<file path="src/rtl/lvl_intc_pkg.sv">
`timescale 1ns/1ps
package lvl_intc_pkg;

    localparam int BANK_W     = 32;
    localparam int BUS_AW     = 12;
    localparam int BUS_DW     = 32;
    localparam int BANK_IDX_W = 4;
    localparam int MAX_BANKS  = 1 << BANK_IDX_W;

    localparam logic [BUS_AW-1:0] OFS_REV     = 12'h000;
    localparam logic [BUS_AW-1:0] OFS_SYSCFG  = 12'h010;
    localparam logic [BUS_AW-1:0] OFS_SYSSTAT = 12'h014;
    localparam logic [BUS_AW-1:0] OFS_ACTIVE  = 12'h040;
    localparam logic [BUS_AW-1:0] OFS_CTRL    = 12'h048;
    localparam logic [BUS_AW-1:0] OFS_MCLR0   = 12'h088;
    localparam logic [BUS_AW-1:0] OFS_MSET0   = 12'h08C;
    localparam logic [BUS_AW-1:0] BANK_STRIDE = 12'h020;

    localparam int CFG_SRST_BIT  = 1;
    localparam int STAT_DONE_BIT = 0;
    localparam int CTRL_ACK_BIT  = 0;

    typedef enum logic [2:0] {
        ACC_NONE,
        ACC_REV,
        ACC_CFG,
        ACC_STAT,
        ACC_ACTIVE,
        ACC_CTRL,
        ACC_MCLR,
        ACC_MSET
    } acc_kind_e;

    typedef struct packed {
        acc_kind_e               kind;
        logic [BANK_IDX_W-1:0]   bank;
    } acc_dec_t;

    // Maps a byte offset to a register kind and, for mask words, a bank.
    function automatic acc_dec_t decode_addr(input logic [BUS_AW-1:0] a,
                                             input int nbank);
        acc_dec_t d;
        d.kind = ACC_NONE;
        d.bank = '0;
        case (a)
            OFS_REV:     d.kind = ACC_REV;
            OFS_SYSCFG:  d.kind = ACC_CFG;
            OFS_SYSSTAT: d.kind = ACC_STAT;
            OFS_ACTIVE:  d.kind = ACC_ACTIVE;
            OFS_CTRL:    d.kind = ACC_CTRL;
            default:     d.kind = ACC_NONE;
        endcase
        for (int b = 0; b < MAX_BANKS; b++) begin
            if (b < nbank) begin
                if (a == OFS_MCLR0 + BUS_AW'(b) * BANK_STRIDE) begin
                    d.kind = ACC_MCLR;
                    d.bank = BANK_IDX_W'(b);
                end
                if (a == OFS_MSET0 + BUS_AW'(b) * BANK_STRIDE) begin
                    d.kind = ACC_MSET;
                    d.bank = BANK_IDX_W'(b);
                end
            end
        end
        return d;
    endfunction

endpackage

</file>
<file path="src/rtl/lvl_intc_mask_bank.sv">
`timescale 1ns/1ps
module lvl_intc_mask_bank #(
    parameter int W = 32
) (
    input  logic         clk,
    input  logic         rst,
    input  logic         force_all,
    input  logic         set_we,
    input  logic         clr_we,
    input  logic [W-1:0] bits,
    output logic [W-1:0] mask
);

    always_ff @(posedge clk) begin
        if (rst || force_all) begin
            mask <= '1;
        end else if (set_we) begin
            mask <= mask | bits;
        end else if (clr_we) begin
            mask <= mask & ~bits;
        end
    end

endmodule

</file>
<file path="src/rtl/lvl_intc_prio.sv">
`timescale 1ns/1ps
module lvl_intc_prio #(
    parameter int N   = 96,
    parameter int IDW = 7
) (
    input  logic [N-1:0]   req,
    output logic           any,
    output logic [IDW-1:0] idx
);

    always_comb begin
        any = |req;
        idx = '0;
        for (int i = N - 1; i >= 0; i--) begin
            if (req[i]) begin
                idx = IDW'(i);
            end
        end
    end

endmodule

</file>
<file path="src/rtl/lvl_intc_srst.sv">
`timescale 1ns/1ps
module lvl_intc_srst #(
    parameter int CYCLES = 4
) (
    input  logic clk,
    input  logic rst,
    input  logic start,
    output logic busy
);

    localparam int CNT_W = $clog2(CYCLES + 1);

    logic [CNT_W-1:0] cnt_q;

    always_ff @(posedge clk) begin
        if (rst) begin
            cnt_q <= '0;
        end else if (start) begin
            cnt_q <= CNT_W'(CYCLES);
        end else if (cnt_q != '0) begin
            cnt_q <= cnt_q - 1'b1;
        end
    end

    assign busy = (cnt_q != '0);

endmodule

</file>
<file path="src/rtl/lvl_intc.sv">
`timescale 1ns/1ps
module lvl_intc
    import lvl_intc_pkg::*;
#(
    parameter int         NUM_SRC     = 96,
    parameter int         SRST_CYCLES = 4,
    parameter logic [7:0] REV         = 8'h21
) (
    input  logic               clk,
    input  logic               rst,
    input  logic [NUM_SRC-1:0] src_i,
    input  logic [BUS_AW-1:0]  bus_addr_i,
    input  logic               bus_we_i,
    input  logic [BUS_DW-1:0]  bus_wdata_i,
    output logic [BUS_DW-1:0]  bus_rdata_o,
    output logic               irq_o
);

    localparam int NUM_BANK = (NUM_SRC + BANK_W - 1) / BANK_W;
    localparam int MASK_W   = NUM_BANK * BANK_W;
    localparam int ID_W     = $clog2(NUM_SRC);

    acc_dec_t          dec;
    logic [MASK_W-1:0] mask_all;
    logic [NUM_SRC-1:0] pend;
    logic              any_pend;
    logic [ID_W-1:0]   low_id;
    logic              srst_start;
    logic              srst_busy;
    logic              ack_wr;
    logic              busy_q;
    logic [ID_W-1:0]   act_id_q;
    logic [BUS_DW-1:0] rd_n;

    assign dec        = decode_addr(bus_addr_i, NUM_BANK);
    assign srst_start = bus_we_i && (dec.kind == ACC_CFG) && bus_wdata_i[CFG_SRST_BIT];
    assign ack_wr     = bus_we_i && (dec.kind == ACC_CTRL) && bus_wdata_i[CTRL_ACK_BIT];

    lvl_intc_srst #(.CYCLES(SRST_CYCLES)) u_srst (
        .clk   (clk),
        .rst   (rst),
        .start (srst_start),
        .busy  (srst_busy)
    );

    for (genvar b = 0; b < NUM_BANK; b++) begin : g_bank
        logic sel;
        assign sel = bus_we_i && (dec.bank == BANK_IDX_W'(b));
        lvl_intc_mask_bank #(.W(BANK_W)) u_bank (
            .clk       (clk),
            .rst       (rst),
            .force_all (srst_start || srst_busy),
            .set_we    (sel && (dec.kind == ACC_MSET)),
            .clr_we    (sel && (dec.kind == ACC_MCLR)),
            .bits      (bus_wdata_i[BANK_W-1:0]),
            .mask      (mask_all[b*BANK_W +: BANK_W])
        );
    end

    assign pend = src_i & ~mask_all[NUM_SRC-1:0];

    lvl_intc_prio #(.N(NUM_SRC), .IDW(ID_W)) u_prio (
        .req (pend),
        .any (any_pend),
        .idx (low_id)
    );

    // Presentation state: raised on a pending source, dropped on ack or idle.
    always_ff @(posedge clk) begin
        if (rst || srst_start) begin
            busy_q   <= 1'b0;
            act_id_q <= '0;
        end else begin
            busy_q <= any_pend && !ack_wr && !srst_busy;
            if (!busy_q && any_pend && !ack_wr && !srst_busy) begin
                act_id_q <= low_id;
            end
        end
    end

    assign irq_o = busy_q;

    always_comb begin
        rd_n = '0;
        case (dec.kind)
            ACC_REV:    rd_n[7:0]            = REV;
            ACC_CFG:    rd_n[CFG_SRST_BIT]   = srst_busy;
            ACC_STAT:   rd_n[STAT_DONE_BIT]  = !srst_busy;
            ACC_ACTIVE: rd_n[ID_W-1:0]       = act_id_q;
            default:    rd_n                 = '0;
        endcase
    end

    always_ff @(posedge clk) begin
        if (rst) begin
            bus_rdata_o <= '0;
        end else begin
            bus_rdata_o <= rd_n;
        end
    end

endmodule

</file>
<file path="config.mk">
export PLATFORM = sky130hd
export DESIGN_NAME = lvl_intc
export DESIGN_NICKNAME = d
export VERILOG_FILES = /design/src/rtl/lvl_intc_pkg.sv /design/src/rtl/lvl_intc_mask_bank.sv /design/src/rtl/lvl_intc_prio.sv /design/src/rtl/lvl_intc_srst.sv /design/src/rtl/lvl_intc.sv
export SDC_FILE = /design/constraint.sdc
export NUM_CORES = 1
export LEC_CHECK = 0
export ABC_AREA = 0
export CORE_ASPECT_RATIO = 0.7
export CORE_MARGIN = 4
export CORE_UTILIZATION = 45
export DETAILED_ROUTE_END_ITERATION = 12
export PLACE_DENSITY_LB_ADDON = 0.08
export SYNTH_ARGS = -nofsm -noshare
export SYNTH_HDL_FRONTEND = slang
export SYNTH_SLANG_ARGS = --single-unit
export TNS_END_PERCENT = 100
</file>
<file path="constraint.sdc">
create_clock -name clk -period 2.3 [get_ports clk]
set_clock_uncertainty 0.2 [all_clocks]
set_input_delay 0.46 -clock clk [delete_from_list [all_inputs] [get_ports clk]]
set_output_delay 0.46 -clock clk [all_outputs]
set_load 0.01 [all_outputs]
</file>
; ---- Word-level counts from Yosys, hierarchy flattened
; Index checks and enable logic that the tools add are counted.
; W data, S select, Z words.
[op_classes]
n_addsub = 1
eq_ne = 19
n_mux = 114
bitwise = 9
reduce_logical = 33
[op_table]
columns = op, count
row1 = $mux W7, 102
row2 = $mux W32, 6
row3 = $and A32 B32 Y32, 3
row4 = $and A96 B96 Y96, 1
row5 = $not A96 Y96, 1
row6 = $or A32 B32 Y32, 3
row7 = $reduce_or A96 Y1, 1
row8 = $eq A12 B8 Y1 const B, 6
row9 = $not A32 Y32, 1
row10 = $eq A12 B5 Y1 const B, 2
row11 = $eq A12 B7 Y1 const B, 2
row12 = $logic_and A1 B1 Y1, 18
row13 = $pmux W3 S5, 1
row14 = $eq A3 B3 Y1 const B, 4
row15 = $logic_not A12 Y1, 1
row16 = $pmux W5 S2, 1
row17 = $reduce_bool A2 Y1, 4
row18 = $eq A3 B2 Y1 const B, 2
row19 = $mux W3, 2
row20 = $eq A4 B1 Y1 const B, 1
row21 = $eq A4 B2 Y1 const B, 1
row22 = $logic_not A4 Y1, 1
row23 = $eq A3 B1 Y1 const B, 1
row24 = $logic_not A1 Y1, 3
row25 = 6 further kinds, 8
[totals]
ff_bits = 139
in_bits = 143

; ---- Longest topological paths before layout
; Gate-level depths: netlist of the first run.
[depth]
word_depth = 98
depth_mapped = 11
mapped_depth_nobuf = 8

; ---- Modules after synthesis
; From an unflattened synthesis of the first run, not the netlist that was laid out.
[unflattened]
cells_unflattened = 771
hier_area_um2 = 6505.0
[by_module_without_submodules]
columns = mod, instances, cells_per_inst, area_each_um2, seq_area_each_um2
row1 = lvl_intc_mask_bank, 3, 107, 1162.4, 640.6
row2 = lvl_intc, 1, 214, 1577.8, 300.3
row3 = lvl_intc_prio, 1, 218, 1270.0, 0.0
row4 = lvl_intc_srst, 1, 18, 170.2, 60.1

; ---- Worst setup path before layout of the first run
; OpenSTA, ideal clock, no wires.
[synth_timing]
kind = input -> register
start = input src_i[54]
end = register act_id_q[4]
setup_time_ns = 0.120
t_arrival_ns = 2.204
required_ns = 1.980
setup_slack_ns = -0.223
path_stages = 8
path_cell_list = or2b_2 nand4_1 or4_1 nand4bb_1 o2111a_1 buf_6 a31oi_1 nor2_1
[synth_via]
elab_chain_cells = 56
elab_cells_between_ends = 60
[synth_lines]
columns = element, line_no
row1 = "start, declared", lvl_intc.sv:11  ; input logic [NUM_SRC-1:0] src_i,
row2 = $and A96 B96 Y96 *, lvl_intc.sv:60  ; assign pend = src_i & ~mask_all[NUM_SRC-1:0];
row3 = $mux W7 (55 in series), lvl_intc_prio.sv:15  ; if (req[i]) begin
row4 = "end signal, assigned", lvl_intc.sv:76  ; act_id_q <= low_id;
row5 = "end, declared", lvl_intc.sv:32  ; logic [ID_W-1:0] act_id_q;
; Every way passes the cells marked *; elsewhere a longest branch is shown, timed or not.
; A chain may end at the register's enable or synchronous reset.

==> out/results.tsv, run 1 <==
metric	value	unit
status	finished, violations left	
failing checks	setup timing	
# rows	37	
initial core utilization	46.2	%
hpwl dp	18300	um
clock input transition at the sequential cells of the worst setup and hold paths	0.06	ns
Post-CTS Hold Buffers	0	
fmax	413	MHz
fillers	1074	
startpoint types	register	
post-layout min period	2.42	ns
final hold violation count	0	
Pleak	5.42	nW
area occupied by multi-input gates	4500	um^2
sequential cell area	2290	um^2
clk buf depth	2	
PwrDens	535	nW/um^2
RSZ-0062 raised after global routing	true	
Worst setup EP type	register	
clk sink count	114	
CTS Buf Count	17	
max cap viols	0	
dpl ws	-0.800	ns
chip width	155	um
Detailed Routing Iterations Pass 1	7	
Hold Crit Class	reg2reg	
Critical path buffers and inverters	0	
DIE AREA	17200	um^2
first-pass GRT wire length	41000	um
Post-Route WL	27500	um
WP depth	7	
Post-Synthesis Cells	872	
peak per-stage delay on the critical path	0.56	ns
crit path cell chain	nand2b_4 > nand4_1 > or4_4 > nand4bb_4 > o2111a_2 > mux2i_1 > nor2_1	
ys async rst share	0	%
I/O pin count	176	
Final #Nets	1377	
Starting DRT DRC Count	927	
CP Max Fanout	6	
Synth Flop Type	dfxtp_1	
GRT Overall Usage	29.8	%
Cell variety after synth	58	
CP required	2.40	ns
number of remaining DRC errors	0	
Die H	111	um
routability cong.	0.992	
area grow syn2layout	65.7	%
Routed WL per cell	19.1	um
CTS tree	yes	
vias in the first global route	7657	
critical path type	reg2reg	
number of enable flip-flop cells after synthesis	0	
Port Buf Inserts	150	
pin count of the biggest net entering global routing	55	
fin. max-slew vios	0	
final worst-path setup slack	-0.119	ns
Seq/Total Area, Yosys	33.4	%
Antenna Cells	0	
core area	14800	um^2
YS warnings	0	
Reg2Reg Setup Slack	-0.12	ns
worst r2r path cells	7	
total power	6.06	mW
Overflow after GRT	0	
RR Endpoint	act_id_q[6]$_SDFFE_PP0P_	
CP delay by family, top	simple AND/OR/NAND/NOR gates	
clock tree root driver cell	clkbuf_16	
clk_lat worst skew	0.42	ns
Antenna Nets Post-Route	0	
flops & latches, synth	114	
syn_area_per_cell	7.82	um^2
Tcrit/Tclk final	105	%
crit path to	act_id_q[6]$_SDFFE_PP0P_	
Worst path slowest cell	or4_4	
Worst Path Arrival	2.52	ns
post-route setup TNS	-0.644	ns
number of H-tree levels	4	
Final Setup Violations	7	
final core occ	76.6	%
via/cell ratio	5.66	
initial antenna violation count	1	
share of cells above drive strength 1	29.4	%
via count of the routed design	8132	
Synth Cell Area	6820	um^2
VDD IR-drop max	0.000474	V
## power by group
part           total (mW)  internal, mW  switching (mW)
logic                1.23         0.644           0.586
registers            2.00          1.99         0.00862
clock network        2.83          1.81            1.02
## through the flow
stage          hold WS (ns)  cell area, um^2  cells
6_report              0.283            11300   1438
3_3_place_gp          0.265             9660   1343
3_5_place_dp          0.270             9660   1343
2_1_floorplan         0.221             7000    896
4_1_cts               0.286            11000   1427
5_1_grt               0.289            11300   1438
## logic make-up (layout without fill, tap and decap cells)
family | after synthesis | after routing | synth area share [%]
AND/OR/NAND/NOR | 376 | 376 | 32.7
AO/OA/AOI/OAI | 290 | 291 | 25.3
flip-flops | 114 | 114 | 33.4
buffers and inverters | 83 | 429 | 7.26
adder cells (fa/ha/maj) | 3 | 3 | 0.550
multiplexers | 3 | 3 | 0.440
XOR/XNOR | 2 | 2 | 0.257
other | 1 | 25 | 0.0550
## worst register-to-register path, stage by stage (launching register included)
cell       delay, ns
dfxtp_2         0.34
nand2b_4        0.12
nand4_1         0.23
or4_4           0.56
nand4bb_4       0.27
o2111a_2        0.35
mux2i_1         0.18
nor2_1          0.05
## per-layer routing
layer	global-route usage [%]	routed length (um)	up-vias
met4	6.18	443	2
met1	44.5	12500	3830
met5	0	7	-
li1	-	-	3851
met3	6.01	2650	36
met2	44.5	11900	413
## placed cells by master (no fill, tap or decap), types with 8 or more instances in the layout
| cell | netlist | layout |
|---|---|---|
| nand2b_1 | 87 | 76 |
| o21ai_2 | 30 | 32 |
| dlygate4sd2_1 | 0 | 39 |
| nand2_1 | 41 | 41 |
| a21oi_1 | 116 | 115 |
| and3_1 | 98 | 95 |
| nand2b_4 | 0 | 10 |
| inv_1 | 13 | 13 |
| o21ai_0 | 79 | 72 |
| nand3_1 | 19 | 18 |
| buf_4 | 28 | 207 |
| and2_1 | 11 | 10 |
| dfxtp_2 | 0 | 8 |
| clkbuf_16 | 0 | 20 |
| dfxtp_1 | 114 | 106 |
| o21ai_1 | 13 | 18 |
| a31oi_1 | 9 | 8 |
| clkdlybuf4s50_1 | 0 | 104 |
| conb_1 | 1 | 25 |
| nor2b_1 | 24 | 21 |
| buf_12 | 0 | 13 |
| nor2_1 | 33 | 30 |
| nand4_1 | 25 | 25 |
## repair_timing
item,in CTS,in global routing
gates resized for setup,95,40
setup buffers,45,8
gates cloned,8,3
setup endpoints to repair,108,79
pin swaps,31,17
## worst min path at each step
stage | cells past startpoint | startpoint | to
floorplan | 1 | act_id_q[4]$_SDFFE_PP0P_ | bus_rdata_o[4]$_SDFF_PP0_
global placement | 2 | register | register
detailed placement | 2 | register | register
CTS | 2 | register | register
global route | 1 | act_id_q[4]$_SDFFE_PP0P_ | bus_rdata_o[4]$_SDFF_PP0_
finish | 1 | act_id_q[4]$_SDFFE_PP0P_ | bus_rdata_o[4]$_SDFF_PP0_
## cell usage after synthesis (all sizes together), types with 19 or more instances
cell type | number | share of area, %
dfxtp | 114 | 33
nand2 | 41 | 2.3
nor2b | 24 | 2.2
clkbuf | 21 | 1.2
and3 | 98 | 9.0
nand2b | 87 | 8.0
nand3 | 19 | 1.4
nand4 | 27 | 2.7
a21oi | 116 | 8.5
nor2 | 34 | 1.9
buf | 49 | 5.4
o21ai | 122 | 11
## cell type report
type / instances / area share [%]
timing repair buffer: 385 / 31.9
clock buffer: 18 / 3.80
tap: 195 / 2.16
multi-input combinational: 700 / 39.8
clock inverter: 13 / 1.66
sequential: 114 / 20.3
inverter: 13 / 0.432
Power figures use the tool's default switching activity.
==> run 2, diff against run 1 <==
CAP_MARGIN = 30   (was default)
CORE_UTILIZATION = 54   (was 45)
SKIP_CTS_REPAIR_TIMING = 1   (was default)
clock period = 3.1 ns   (was 2.3 ns; I/O delays follow)
==> out/results.tsv, run 2 (same netlist as run 1, synthesis figures left out) <==
metric	value	unit	change
CP Max Fanout	12		+6
number of H-tree levels	4		unchanged
RSZ-0062 raised after global routing	false		
VDD IR-drop max	0.000427	V	-9.8%
I/O pin count	176		unchanged
area grow syn2layout	41.0	%	
Non-Filler Instances	1263		-12%
area occupied by multi-input gates	4140	um^2	-7.9%
total power	4.21	mW	-30%
initial core utilization	55.1	%	+8.9 points
via count of the routed design	7402		-9.0%
Worst path slowest cell	or4_1		
CTS tree	yes		
clk sink count	114		unchanged
status	complete, no violations		
crit path cell chain	clkdlybuf4s50_1 > or2b_1 > nand4b_1 > or4_1 > nand4bb_1 > o2111a_2 > a31oi_1 > nor2_1		
peak per-stage delay on the critical path	0.56	ns	about the same
clock input transition at the sequential cells of the worst setup and hold paths	0.05	ns	about the same
Final #Nets	1234		-10%
clk_lat worst skew	0.41	ns	about the same
via/cell ratio	5.86		+3.6%
Routed WL per cell	18.3	um	-4.3%
Worst Path Arrival	3.02	ns	+0.50 ns
fmax	343	MHz	
Pleak	4.44	nW	-18%
Starting DRT DRC Count	661		-29%
Critical path buffers and inverters	1		+1
routability cong.	1.03		+3.6%
sequential cell area	2280	um^2	-0.44%
pin count of the biggest net entering global routing	56		+1.8%
clock tree root driver cell	clkbuf_16		
Worst Tran Pin Value	0.726	ns	
PwrDens	438	nW/um^2	-18%
commonest non-fill, non-tap cell in the layout	clkdlybuf4s50_1		
number of remaining DRC errors	0		unchanged
Tcrit/Tclk final	94.2	%	
CP required	3.20	ns	+0.80 ns
Die H	102	um	-8.1%
critical path type	in2reg		
clk buf depth	2		unchanged
fillers	920		-14%
Post-Route WL	23100	um	-16%
core area	12400	um^2	-16%
vias in the first global route	6811		-11%
max cap viols	0		unchanged
Hold Crit Class	reg2reg		
Antenna Nets Post-Route	0		unchanged
GRT Overall Usage	31.1	%	+1.3 points
fin. max-slew vios	0		unchanged
most frequent cells in the layout	150 x clkdlybuf4s50_1, 116 x a21oi_1, 114 x dfxtp_1, 98 x and3_1, 87 x nand2b_1		
Worst setup EP type	register		
Final Setup Violations	0		-7
final hold slack	0.272	ns	-0.0110 ns
post-layout min period	2.92	ns	
Overflow after GRT	0		unchanged
relative slew slack	50.3	%	
Antenna Cells	0		unchanged
share of cells above drive strength 1	15.8	%	-14 points
first-pass GRT wire length	35800	um	-13%
final hold violation count	0		unchanged
initial antenna violation count	0		-1
Detailed Routing Iterations Pass 1	7		unchanged
# rows	34		-8.1%
Cell Count Post-Placement	1231		-8.3%
chip width	142	um	-8.3%
CTS Buf Count	17		unchanged
startpoint types	input pin		
DIE AREA	14500	um^2	-16%
hpwl dp	17300	um	-5.4%
Port Buf Inserts	150		unchanged
CP delay by family, top	simple AND/OR/NAND/NOR gates		
-- run 2: layout make-up --
cell class | count | area share [%]
multi-input cells | 699 | 43.1
repair buffers | 243 | 23.9
flip-flops and latches | 114 | 23.7
clock buffers | 18 | 4.57
clock inverters | 14 | 2.11
well taps | 162 | 2.11
inverters | 13 | 0.507
-- run 2: layer usage --
metal  share of wire, %  GRT usage (%)  up-vias  wire length [um]
met5                  0              0        -                 0
met4                1.0           6.57        0               239
li1                   -              -     3557                 -
met3                9.8           5.89       28              2250
met2                 43           46.1      378              9820
met1                 47           47.1     3439             10800
-- run 2: path summary, 6_finish.rpt --
path                            startpoint                        to  slack (ns)  cells past startpoint
setup / recovery                 src_i[49]  act_id_q[4]$_SDFFE_PP0P_        0.18                      8
hold / removal    act_id_q[0]$_SDFFE_PP0P_  act_id_q[0]$_SDFFE_PP0P_        0.27                      2
setup reg to reg                  register  act_id_q[4]$_SDFFE_PP0P_        0.44                      7
hold reg to reg   act_id_q[0]$_SDFFE_PP0P_  act_id_q[0]$_SDFFE_PP0P_        0.27                      2
-- run 2: through the flow --
step / setup WS, ns / utilization, % / area [um^2] / TNS, ns
CTS: 0.161 / 77.7 / 9620 / 0
global route: 0.0857 / 77.7 / 9620 / 0
finish: 0.181 / 77.7 / 9620 / 0
global placement: -0.219 / 72.5 / 8980 / -4.39
detailed placement: -0.220 / 72.5 / 8980 / -2.66
floorplan: 0.417 / - / 6910 / 0
-- run 2: tightest hold or removal path, stage by stage (launching register included) --
cell	delay, ns
dfxtp_1	0.32
nand2_1	0.06
o21ai_1	0.05
-- run 2: report_power, final --
part           internal [mW]  switching (mW)  total (mW)
clock                   1.38           0.760        2.14
combinational          0.280           0.308       0.588
sequential              1.48         0.00676        1.48
total                   3.14            1.07        4.21
==> run 3, diff against run 2 <==
CORE_MARGIN = 5   (was 4)
==> out/results.tsv, run 3 (same netlist as run 1, synthesis figures left out) <==
metric	value	unit	change
status	complete, no violations		
area grow syn2layout	40.1	%	
post-layout min period	3.01	ns	+0.0881 ns
hpwl dp	17800	um	+2.7%
Die H	104	um	+2.0%
total power	4.08	mW	-3.1%
Worst Tran Pin Value	0.687	ns	-0.0395 ns
startpoint types	input pin		
Worst Path Arrival	3.11	ns	+0.09 ns
Overflow after GRT	0		unchanged
peak per-stage delay on the critical path	0.57	ns	about the same
Worst path slowest cell	or4_1		
final core occ	77.2	%	-0.51 points
Hold Crit Start	act_id_q[0]$_SDFFE_PP0P_		
first-pass GRT wire length	36200	um	+1.1%
critical path type	in2reg		
Final Setup Violations	0		unchanged
number of H-tree levels	4		unchanged
Routed WL per cell	18.5	um	+1.5%
Tcrit/Tclk final	97.0	%	+2.8 points
Cell Count Post-Placement	1229		-0.16%
commonest non-fill, non-tap cell in the layout	clkdlybuf4s50_1		
Final #Nets	1232		-0.16%
DIE AREA	15000	um^2	+3.4%
Non-Filler Instances	1261		-0.16%
final hold violation count	0		unchanged
clock tree root driver cell	clkbuf_16		
fmax	333	MHz	-2.9%
fin. max-slew vios	0		unchanged
pin count of the biggest net entering global routing	58		+3.6%
Port Buf Inserts	150		unchanged
clk sink count	114		unchanged
via/cell ratio	5.83		-0.59%
RR Endpoint	act_id_q[4]$_SDFFE_PP0P_		
clk_lat worst skew	0.42	ns	about the same
chip width	144	um	+1.4%
most frequent cells in the layout	150 x clkdlybuf4s50_1, 116 x a21oi_1, 114 x dfxtp_1, 98 x and3_1, 87 x nand2b_1		
clock input transition at the sequential cells of the worst setup and hold paths	0.06	ns	about the same
# rows	34		unchanged
final hold slack	0.267	ns	-0.00470 ns
initial antenna violation count	0		unchanged
CP required	3.20	ns	about the same
Post-Route WL	23400	um	+1.3%
Antenna Cells	0		unchanged
vias in the first global route	6845		+0.50%
CTS Buf Count	17		unchanged
relative slew slack	53.0	%	+2.7 points
worst r2r path cells	7		unchanged
clk buf depth	2		unchanged
Antenna Nets Post-Route	0		unchanged
dpl ws	-0.209	ns	+0.0115 ns
Hold Path End	act_id_q[0]$_SDFFE_PP0P_		
routability cong.	1.02		-0.85%
Starting DRT DRC Count	519		-21%
final worst-path setup slack	0.0928	ns	-0.0881 ns
max cap viols	0		unchanged
GRT Overall Usage	30.3	%	-0.78 points
share of cells above drive strength 1	15.6	%	-0.24 points
Reg2Reg Setup Slack	0.41	ns	-0.03 ns
RSZ-0062 raised after global routing	false		
I/O pin count	176		unchanged
crit path cell chain	clkdlybuf4s50_1 > nor2b_1 > nand4b_1 > or4_1 > nand4bb_1 > o2111a_1 > a31oi_1 > nor2_1		
Detailed Routing Iterations Pass 1	5		-2
Pleak	4.41	nW	-0.74%
CTS tree	yes		
Hold Crit Class	reg2reg		
number of remaining DRC errors	0		unchanged
PwrDens	427	nW/um^2	-2.5%
hold depth	2		unchanged
via count of the routed design	7347		-0.74%
VDD IR-drop max	0.000423	V	-0.93%
initial core utilization	55.1	%	unchanged
CP Max Fanout	12		unchanged
core area	12400	um^2	unchanged
Worst setup EP type	register		
run 3: changes by cell type in the layout (fill, tap and decap cells not counted):
cell        delta
buf_4          -2
bufinv_16      -2
clkbuf_8       -1
clkinv_4       -3
clkinvlp_4     +1
inv_6          +4
inv_8          +1
o2111a_1       +1
o2111a_2       -1
run 3: worst max-delay path by stage:
stage          cells past startpoint  slack (ns)      start                  endpoint
5_1_grt                            9        0.01  src_i[49]  act_id_q[4]$_SDFFE_PP0P_
3_5_place_dp                       8       -0.21  src_i[48]  act_id_q[4]$_SDFFE_PP0P_
3_3_place_gp                       8       -0.24   src_i[7]  act_id_q[4]$_SDFFE_PP0P_
2_1_floorplan                      8        0.42  src_i[54]  act_id_q[4]$_SDFFE_PP0P_
6_report                           8        0.09  src_i[48]  act_id_q[4]$_SDFFE_PP0P_
4_1_cts                            8        0.19  src_i[48]  act_id_q[4]$_SDFFE_PP0P_
run 3: report_power, final:
group | internal (mW) | switching [mW]
Combinational | 0.279 | 0.309
Sequential | 1.48 | 0.00574
Clock | 1.21 | 0.801
Total | 2.96 | 1.12
run 3: layout make-up:
cell class | instances | area (um^2)
fillers | 945 | 2820
inverters | 13 | 48.8
clock buffers | 17 | 425
repair buffers | 241 | 2280
clock inverters | 15 | 170
flip-flops and latches | 114 | 2280
well taps | 162 | 203
multi-input cells | 699 | 4140
run 3: through the flow:
stage	TNS, ns	cell area [um^2]
global route	0	9560
detailed placement	-2.94	8960
floorplan	0	6910
finish	0	9560
CTS	0	9560
global placement	-2.49	8960
run 3: critical path: cells and delay by family:
family / cells / cell delay (ns)
AND/OR/NAND/NOR: 5 / 1.34
AO/OA/AOI/OAI: 2 / 0.74
buffers and inverters: 1 / 0.39
run 3: metal layers:
metal	vias to the layer above	GRT usage [%]	part of all wire [%]
met5	-	0	0
met4	0	6.13	1.5
met3	45	7.54	9.9
met2	359	43.8	43
met1	3388	45.6	46
li1	3555	-	-
